[config.mk]
export PLATFORM = sky130hd
export DESIGN_NAME = sdlc_loop_repeater
export DESIGN_NICKNAME = d
export VERILOG_FILES = /design/src/rtl/sdlc_loop_pkg.sv /design/src/rtl/sdlc_rx_window.sv /design/src/rtl/sdlc_bit_delay.sv /design/src/rtl/sdlc_loop_fsm.sv /design/src/rtl/sdlc_loop_repeater.sv
export SDC_FILE = /design/constraint.sdc
export NUM_CORES = 1
export LEC_CHECK = 0
export BUFFER_PORTS_ARGS = -buffer_cell sky130_fd_sc_hd__buf_4
export CELL_PAD_IN_SITES_DETAIL_PLACEMENT = 1
export CELL_PAD_IN_SITES_GLOBAL_PLACEMENT = 1
export CORE_MARGIN = 4
export CORE_UTILIZATION = 42
export DETAILED_ROUTE_END_ITERATION = 8
export GPL_TIMING_DRIVEN = 0
export PLACE_DENSITY = 0.81
export SLEW_MARGIN = 20
export SYNTH_ARGS = -nofsm -noshare
export SYNTH_HDL_FRONTEND = slang
export SYNTH_SLANG_ARGS = --single-unit
[constraint.sdc]
create_clock -name clk_i -period 3.9 [get_ports clk_i]
set_clock_uncertainty 0.2 [all_clocks]
set_input_delay 0.975 -clock clk_i [delete_from_list [all_inputs] [get_ports clk_i]]
set_output_delay 0.975 -clock clk_i [all_outputs]
set_load 0.03 [all_outputs]
[src/rtl/sdlc_loop_pkg.sv]
package sdlc_loop_pkg;
  typedef enum logic [1:0] {
    LP_PASS   = 2'd0,
    LP_DELAY  = 2'd1,
    LP_ACTIVE = 2'd2
  } lp_mode_e;

  localparam int unsigned PAT_W    = 8;
  localparam logic [PAT_W-1:0] FLAG_PAT = 8'b0111_1110;
  localparam logic [PAT_W-1:0] EOP_PAT  = 8'b0111_1111;
endpackage

[src/rtl/sdlc_rx_window.sv]
module sdlc_rx_window #(
  parameter int unsigned W = 8
) (
  input  logic         clk_i,
  input  logic         rst_ni,
  input  logic         bit_en_i,
  input  logic         rx_i,
  output logic [W-1:0] win_nxt_o
);
  logic [W-1:0] sh_q;

  // window including the bit being sampled now; oldest bit in MSB
  assign win_nxt_o = {sh_q[W-2:0], rx_i};

  // reset to all ones so no pattern with a leading 0 matches early
  always_ff @(posedge clk_i or negedge rst_ni) begin
    if (!rst_ni)       sh_q <= '1;
    else if (bit_en_i) sh_q <= win_nxt_o;
  end
endmodule

[src/rtl/sdlc_bit_delay.sv]
module sdlc_bit_delay #(
  parameter int unsigned DEPTH = 1
) (
  input  logic clk_i,
  input  logic rst_ni,
  input  logic bit_en_i,
  input  logic d_i,
  output logic q_o
);
  generate
    if (DEPTH == 1) begin : g_single
      logic q_q;
      always_ff @(posedge clk_i or negedge rst_ni) begin
        if (!rst_ni)       q_q <= 1'b1;
        else if (bit_en_i) q_q <= d_i;
      end
      assign q_o = q_q;
    end else begin : g_chain
      logic [DEPTH-1:0] q_q;
      always_ff @(posedge clk_i or negedge rst_ni) begin
        if (!rst_ni)       q_q <= '1;
        else if (bit_en_i) q_q <= {q_q[DEPTH-2:0], d_i};
      end
      assign q_o = q_q[DEPTH-1];
    end
  endgenerate
endmodule

[src/rtl/sdlc_loop_fsm.sv]
module sdlc_loop_fsm
  import sdlc_loop_pkg::*;
(
  input  logic     clk_i,
  input  logic     rst_ni,
  input  logic     loop_en_i,
  input  logic     poll_go_i,
  input  logic     flag_hit_i,
  input  logic     eop_hit_i,
  input  logic     tx_flag_done_i,
  output lp_mode_e mode_o
);
  lp_mode_e mode_q, mode_d;
  logic     armed_q, armed_d;

  always_comb begin
    mode_d  = mode_q;
    armed_d = armed_q;
    if (!loop_en_i) begin
      mode_d  = LP_PASS;
      armed_d = 1'b0;
    end else begin
      unique case (mode_q)
        LP_PASS: begin
          if (eop_hit_i && poll_go_i) begin
            mode_d  = LP_DELAY;
            armed_d = 1'b1;
          end
        end
        LP_DELAY: begin
          if (flag_hit_i) armed_d = 1'b1;
          if (eop_hit_i && poll_go_i && armed_q) begin
            mode_d  = LP_ACTIVE;
            armed_d = 1'b0;
          end
        end
        LP_ACTIVE: begin
          // flags heard while sending never arm
          if (tx_flag_done_i && !poll_go_i) begin
            mode_d  = LP_DELAY;
            armed_d = 1'b0;
          end
        end
        default: begin
          mode_d  = LP_PASS;
          armed_d = 1'b0;
        end
      endcase
    end
  end

  always_ff @(posedge clk_i or negedge rst_ni) begin
    if (!rst_ni) begin
      mode_q  <= LP_PASS;
      armed_q <= 1'b0;
    end else begin
      mode_q  <= mode_d;
      armed_q <= armed_d;
    end
  end

  assign mode_o = mode_q;
endmodule

[src/rtl/sdlc_loop_repeater.sv]
module sdlc_loop_repeater
  import sdlc_loop_pkg::*;
#(
  parameter int unsigned DELAY_BITS = 1
) (
  input  logic clk_i,
  input  logic rst_ni,
  input  logic bit_en_i,
  input  logic rx_i,
  input  logic loop_en_i,
  input  logic poll_go_i,
  input  logic tx_flag_done_i,
  input  logic tx_data_avail_i,
  input  logic tx_ser_i,
  output logic tx_o,
  output logic on_loop_o,
  output logic tx_active_o,
  output logic load_data_o
);
  localparam int unsigned NPAT = 2;
  localparam logic [NPAT*PAT_W-1:0] PATS = {EOP_PAT, FLAG_PAT};

  logic [PAT_W-1:0] win_nxt;
  logic [NPAT-1:0]  hit;
  logic             dly_bit;
  lp_mode_e         mode;

  sdlc_rx_window #(.W(PAT_W)) u_win (
    .clk_i     (clk_i),
    .rst_ni    (rst_ni),
    .bit_en_i  (bit_en_i),
    .rx_i      (rx_i),
    .win_nxt_o (win_nxt)
  );

  generate
    for (genvar k = 0; k < NPAT; k++) begin : g_match
      assign hit[k] = bit_en_i && (win_nxt == PATS[k*PAT_W +: PAT_W]);
    end
  endgenerate

  sdlc_bit_delay #(.DEPTH(DELAY_BITS)) u_dly (
    .clk_i    (clk_i),
    .rst_ni   (rst_ni),
    .bit_en_i (bit_en_i),
    .d_i      (rx_i),
    .q_o      (dly_bit)
  );

  sdlc_loop_fsm u_fsm (
    .clk_i          (clk_i),
    .rst_ni         (rst_ni),
    .loop_en_i      (loop_en_i),
    .poll_go_i      (poll_go_i),
    .flag_hit_i     (hit[0]),
    .eop_hit_i      (hit[1]),
    .tx_flag_done_i (tx_flag_done_i),
    .mode_o         (mode)
  );

  always_comb begin
    if (!loop_en_i) tx_o = tx_ser_i;
    else begin
      unique case (mode)
        LP_DELAY:  tx_o = dly_bit;
        LP_ACTIVE: tx_o = tx_ser_i;
        default:   tx_o = rx_i;
      endcase
    end
  end

  assign on_loop_o   = (mode == LP_DELAY) || (mode == LP_ACTIVE);
  assign tx_active_o = (mode == LP_ACTIVE);
  assign load_data_o = tx_active_o && tx_flag_done_i && poll_go_i && tx_data_avail_i;
endmodule

-- Yosys cells after proc, flatten, opt, wreduce, memory -nomap -nowiden
Index checks and enable logic that the tools add are counted.
Widths: inputs -> output; s select.
- bits in registers: 11
- input bits: 9
- output and inout port bits: 4
- logic and storage cells: 38
- eq/ne operators: 8
- muxes and demuxes: 13
- reductions and logical operators: 13
- operators with widths (cell ; number):
    $eq 8x7->1 const B ; 2
    $ne 3x2->1 const B ; 3
    $logic_and 1x1->1 ; 8
    $mux 2 ; 4
    $mux 1 ; 6
    $pmux 2 s3 ; 1
    $reduce_and 3->1 ; 2
    $ne 4x2->1 const B ; 1
    $pmux 1 s3 ; 1
    $eq 2x1->1 const B ; 1
    $eq 2x2->1 const B ; 1
    $logic_not 2->1 ; 1
    $pmux 1 s2 ; 1
    $logic_not 1->1 ; 1
    $logic_or 1x1->1 ; 1

-- Logic depth before layout (Yosys ltp)
- depth in word-level cells: 7
- gate-level depth with buffers: 6
- mapped depth without buffers: 6

-- Modules after synthesis
A second synthesis with hierarchy kept.
- cell total of the unflattened synthesis: 52
- area total of the unflattened synthesis: 625.6 µm²
- by module, submodules not included (module ; times used ; cells each ; area an instance (µm²) ; seq. area each (µm²)):
    sdlc_rx_window ; 1 ; 16 ; 307.8 ; 183.9
    sdlc_loop_fsm ; 1 ; 17 ; 172.7 ; 75.1
    sdlc_loop_repeater ; 1 ; 17 ; 103.8 ; 0.0
    sdlc_bit_delay ; 1 ; 2 ; 41.3 ; 26.3

-- Worst setup path after synthesis
No wires, ideal clock.
- path kind: input-to-output
- start: input loop_en_i
- end: output tx_o
- arrival time: 1.529 ns
- slack: 1.196 ns
- cell stages on the path: 3
- cells stage by stage: clkbuf_1 -> nand2_1 -> a22o_1
- word-level cells in the longest chain between the ends: 1
- RTL lines (item ; RTL line ; text):
    from (decl) ; sdlc_loop_repeater.sv:10 ; input logic loop_en_i,
    $mux 1 ; sdlc_loop_repeater.sv:62 ; if (!loop_en_i) tx_o = tx_ser_i;
    to (decl) ; sdlc_loop_repeater.sv:15 ; output logic tx_o,
No other way between the ends.

-- Final worst setup path
Same ends and word-level chain as after synthesis.

==> flow_summary.ini <==
[synthesis]
syn_nets = 74
synth_edf_count = 0
yosysWarnings = 0
synthAdderAreaFrac_pct = 8.016
synth_top_family_by_area = simple AND/OR/NAND/NOR gates
avgSynthCellArea_um2 = 10.24
synth_simple_gate_area_share_pct = 17.43
yosys_register_bits = 10
synth-compound-area-share_pct = 15.23
postSynth.asyncResetShare_pct = 100.0
ys_seq_area_share_pct = 41.48
synthMuxAreaShare_pct = 10.62
syn_inst = 61
synth.distinct_cells = 30
synth_area_um2 = 624.3
ys.flop_type = dfstp_2
synthXorXnorAreaFrac_pct = 0

[critical_path]
critical_path_class = in -> out
required_ns = 2.72
cp.arrival_ns = 1.67
end_kind = output port
critPathLaunchType = primary input
crit_fanout = 8

[clock_tree]
hold_buffers = 0
cts_sinks = 10
tritoncts = built
cts_buffer_depth = 2
cts_resized = 0
cts_root_buf = clkbuf_4
h-tree-depth = 1
numCtsBuffers = 3
post_cts_buffers = 0
clk_pin_slew_worst_paths_ns = 0.07
insertion_delay_ns = 0.27

[finish]
final_nets = 89
stdcell_count = 90
drive_gt1_share_pct = 41.33
antenna_cells = 0
syn2layout_area_growth_pct = 20.84

[floorplanning]
pin_count = 13
die_height_um = 46.56
die_area_um2 = 2167
placementRows = 13
initial_core_util_pct = 46.25
chipWidth_um = 46.56
coreArea_um2 = 1350

[power_and_ir_drop]
ir_worst_vdd_mv = 0.2434
p_seq_share_pct = 45.4
p_per_area_nw_per_um2 = 437.7
clock_power_share_pct = 27.9
power_frac_comb_pct = 26.7
fin_total_pwr_w = 0.0003302
p_sw_share_pct = 30.14
p_int_w = 0.0002307
switchingPower_w = 0.00009951
p_leak_nw = 0.3537

[global_route]
grt_pass1_wl_mm = 2.118
grt-ovfl-total = 0
grt.total_usage_pct = 14.56
antenna_found_initial = 0
grt_max_degree = 11
grt_pass1_vias = 494

[outcome]
status = complete, no violations

[sta]
period_minus_slack_ns = 2.847
hold_viol = 0
grt_setup_unrepaired = false
maxSlewViolCount = 0
finalCritPeriodShare_pct = 73.01
setup_viol = 0
setup_ws_ns = 1.053
tns_ns = 0
fmax_mhz = 351.2
worstMarginPinSlew_ns = 0.3562
max_slew_margin_pct = 76.03

[place]
place_ws_ns = 1.053
portBuffers = 10
dp.cells = 86
hpwl_mm = 1.032
place_congestion = 0.7453

[detailed_routing]
dr.first_iter.drc_count = 1
drc_errors = 0
vias_per_cell = 5.344
avgRoutedWirePerCell_um = 14.39
wl_mm = 1.295
vias = 481
first_pass_iters = 2
postRouteAntennaNets = 0

[min_path]
hold_path.class = reg -> reg

[job]
max-cap-violations = 0
per-layer routing:
layer / global-route usage [%] / wire (um) / part of all wire, %
met1: 18.14 / 610 / 47
met2: 22.53 / 591 / 46
met3: 7.031 / 94 / 7.3
met4: 3.409 / 0 / 0
met5: 0 / 0 / 0
synthesized netlist by cell type (2+ instances only):
library cell | instances | area (um2)
ha_1 | 4 | 50.05
o21ai_0 | 3 | 15.01
dfstp_2 | 7 | 183.9
o211ai_1 | 2 | 15.01
mux2_2 | 5 | 56.30
nand2_1 | 5 | 18.77
dfrtp_1 | 3 | 75.07
inv_1 | 8 | 30.03
nor2_1 | 3 | 11.26
cell families after synthesis:
logic type               after synthesis
AO/OA/AOI/OAI                         13
buffers and inverters                 10
multiplexers                           6
adder cells (fa/ha/maj)                4
AND/OR/NAND/NOR                       18
flip-flops                            10
path summary, 6_finish.rpt:
path / from / endpoint / slack (ns) / cells past startpoint
setup / recovery: loop_en_i / tx_o / 1.05 / 4
hold / removal: u_win.sh_q[6] / u_win.sh_q[6] / 0.30 / 2
setup reg to reg: u_win.sh_q[0] / u_fsm.mode_o[0] / 1.71 / 5
hold reg to reg: u_win.sh_q[6] / u_win.sh_q[6] / 0.30 / 2
max in group asynchronous: rst_ni / u_win.sh_q[2] / 2.95 / 1
min in group asynchronous: rst_ni / u_fsm.armed_q / 0.32 / 1
power groups by stage:
stage                      clock, W  combinational (W)  sequential [W]
after floorplan                   0          0.0000657        0.000147
after global placement            0          0.0000875        0.000150
after detailed placement          0          0.0000893        0.000151
after CTS                 0.0000954          0.0000899        0.000149
after global routing       0.000103          0.0000985        0.000153
final                     0.0000922          0.0000881        0.000150
worst max-delay path, stage by stage:
cell,delay (ns)
clkbuf_1,0.26
nand2_1,0.08
a22o_1,0.19
buf_4,0.16
area by class of cell:
class / instances / area (um2)
fill: 166 / 595.6
sequential: 10 / 259.0
timing repair buffer: 10 / 75.07
inverter: 8 / 30.03
multi-input combinational: 41 / 320.3
buffer: 2 / 15.01
tap: 15 / 18.77
clock buffer: 4 / 36.28
metrics by stage:
stage / utilization (%) / cell area [um2] / hold WS, ns
6_report: 55.89 / 754.5 / 0.3024
5_1_grt: 55.89 / 754.5 / 0.3050
3_3_place_gp: 53.20 / 718.2 / 0.2853
3_5_place_dp: 53.20 / 718.2 / 0.2901
2_1_floorplan: - / 624.3 / 0.2677
4_1_cts: 55.89 / 754.5 / 0.3004
placed cells by master (no fill, tap or decap), drive strengths merged, types with 2 or more instances in the layout:
cell type	instances
nand2	6
dfrtp	3
nor2	3
o21ai	3
ha	4
o211ai	2
inv	8
buf	11
mux2	5
dfstp	7
clkbuf	5
flip-flops by register name (all words and copies together) (netlist names):
name	count
u_fsm.mode_o	2
u_win.sh_q	7
u_fsm.armed_q	1
(Power assumes the default switching activity.)
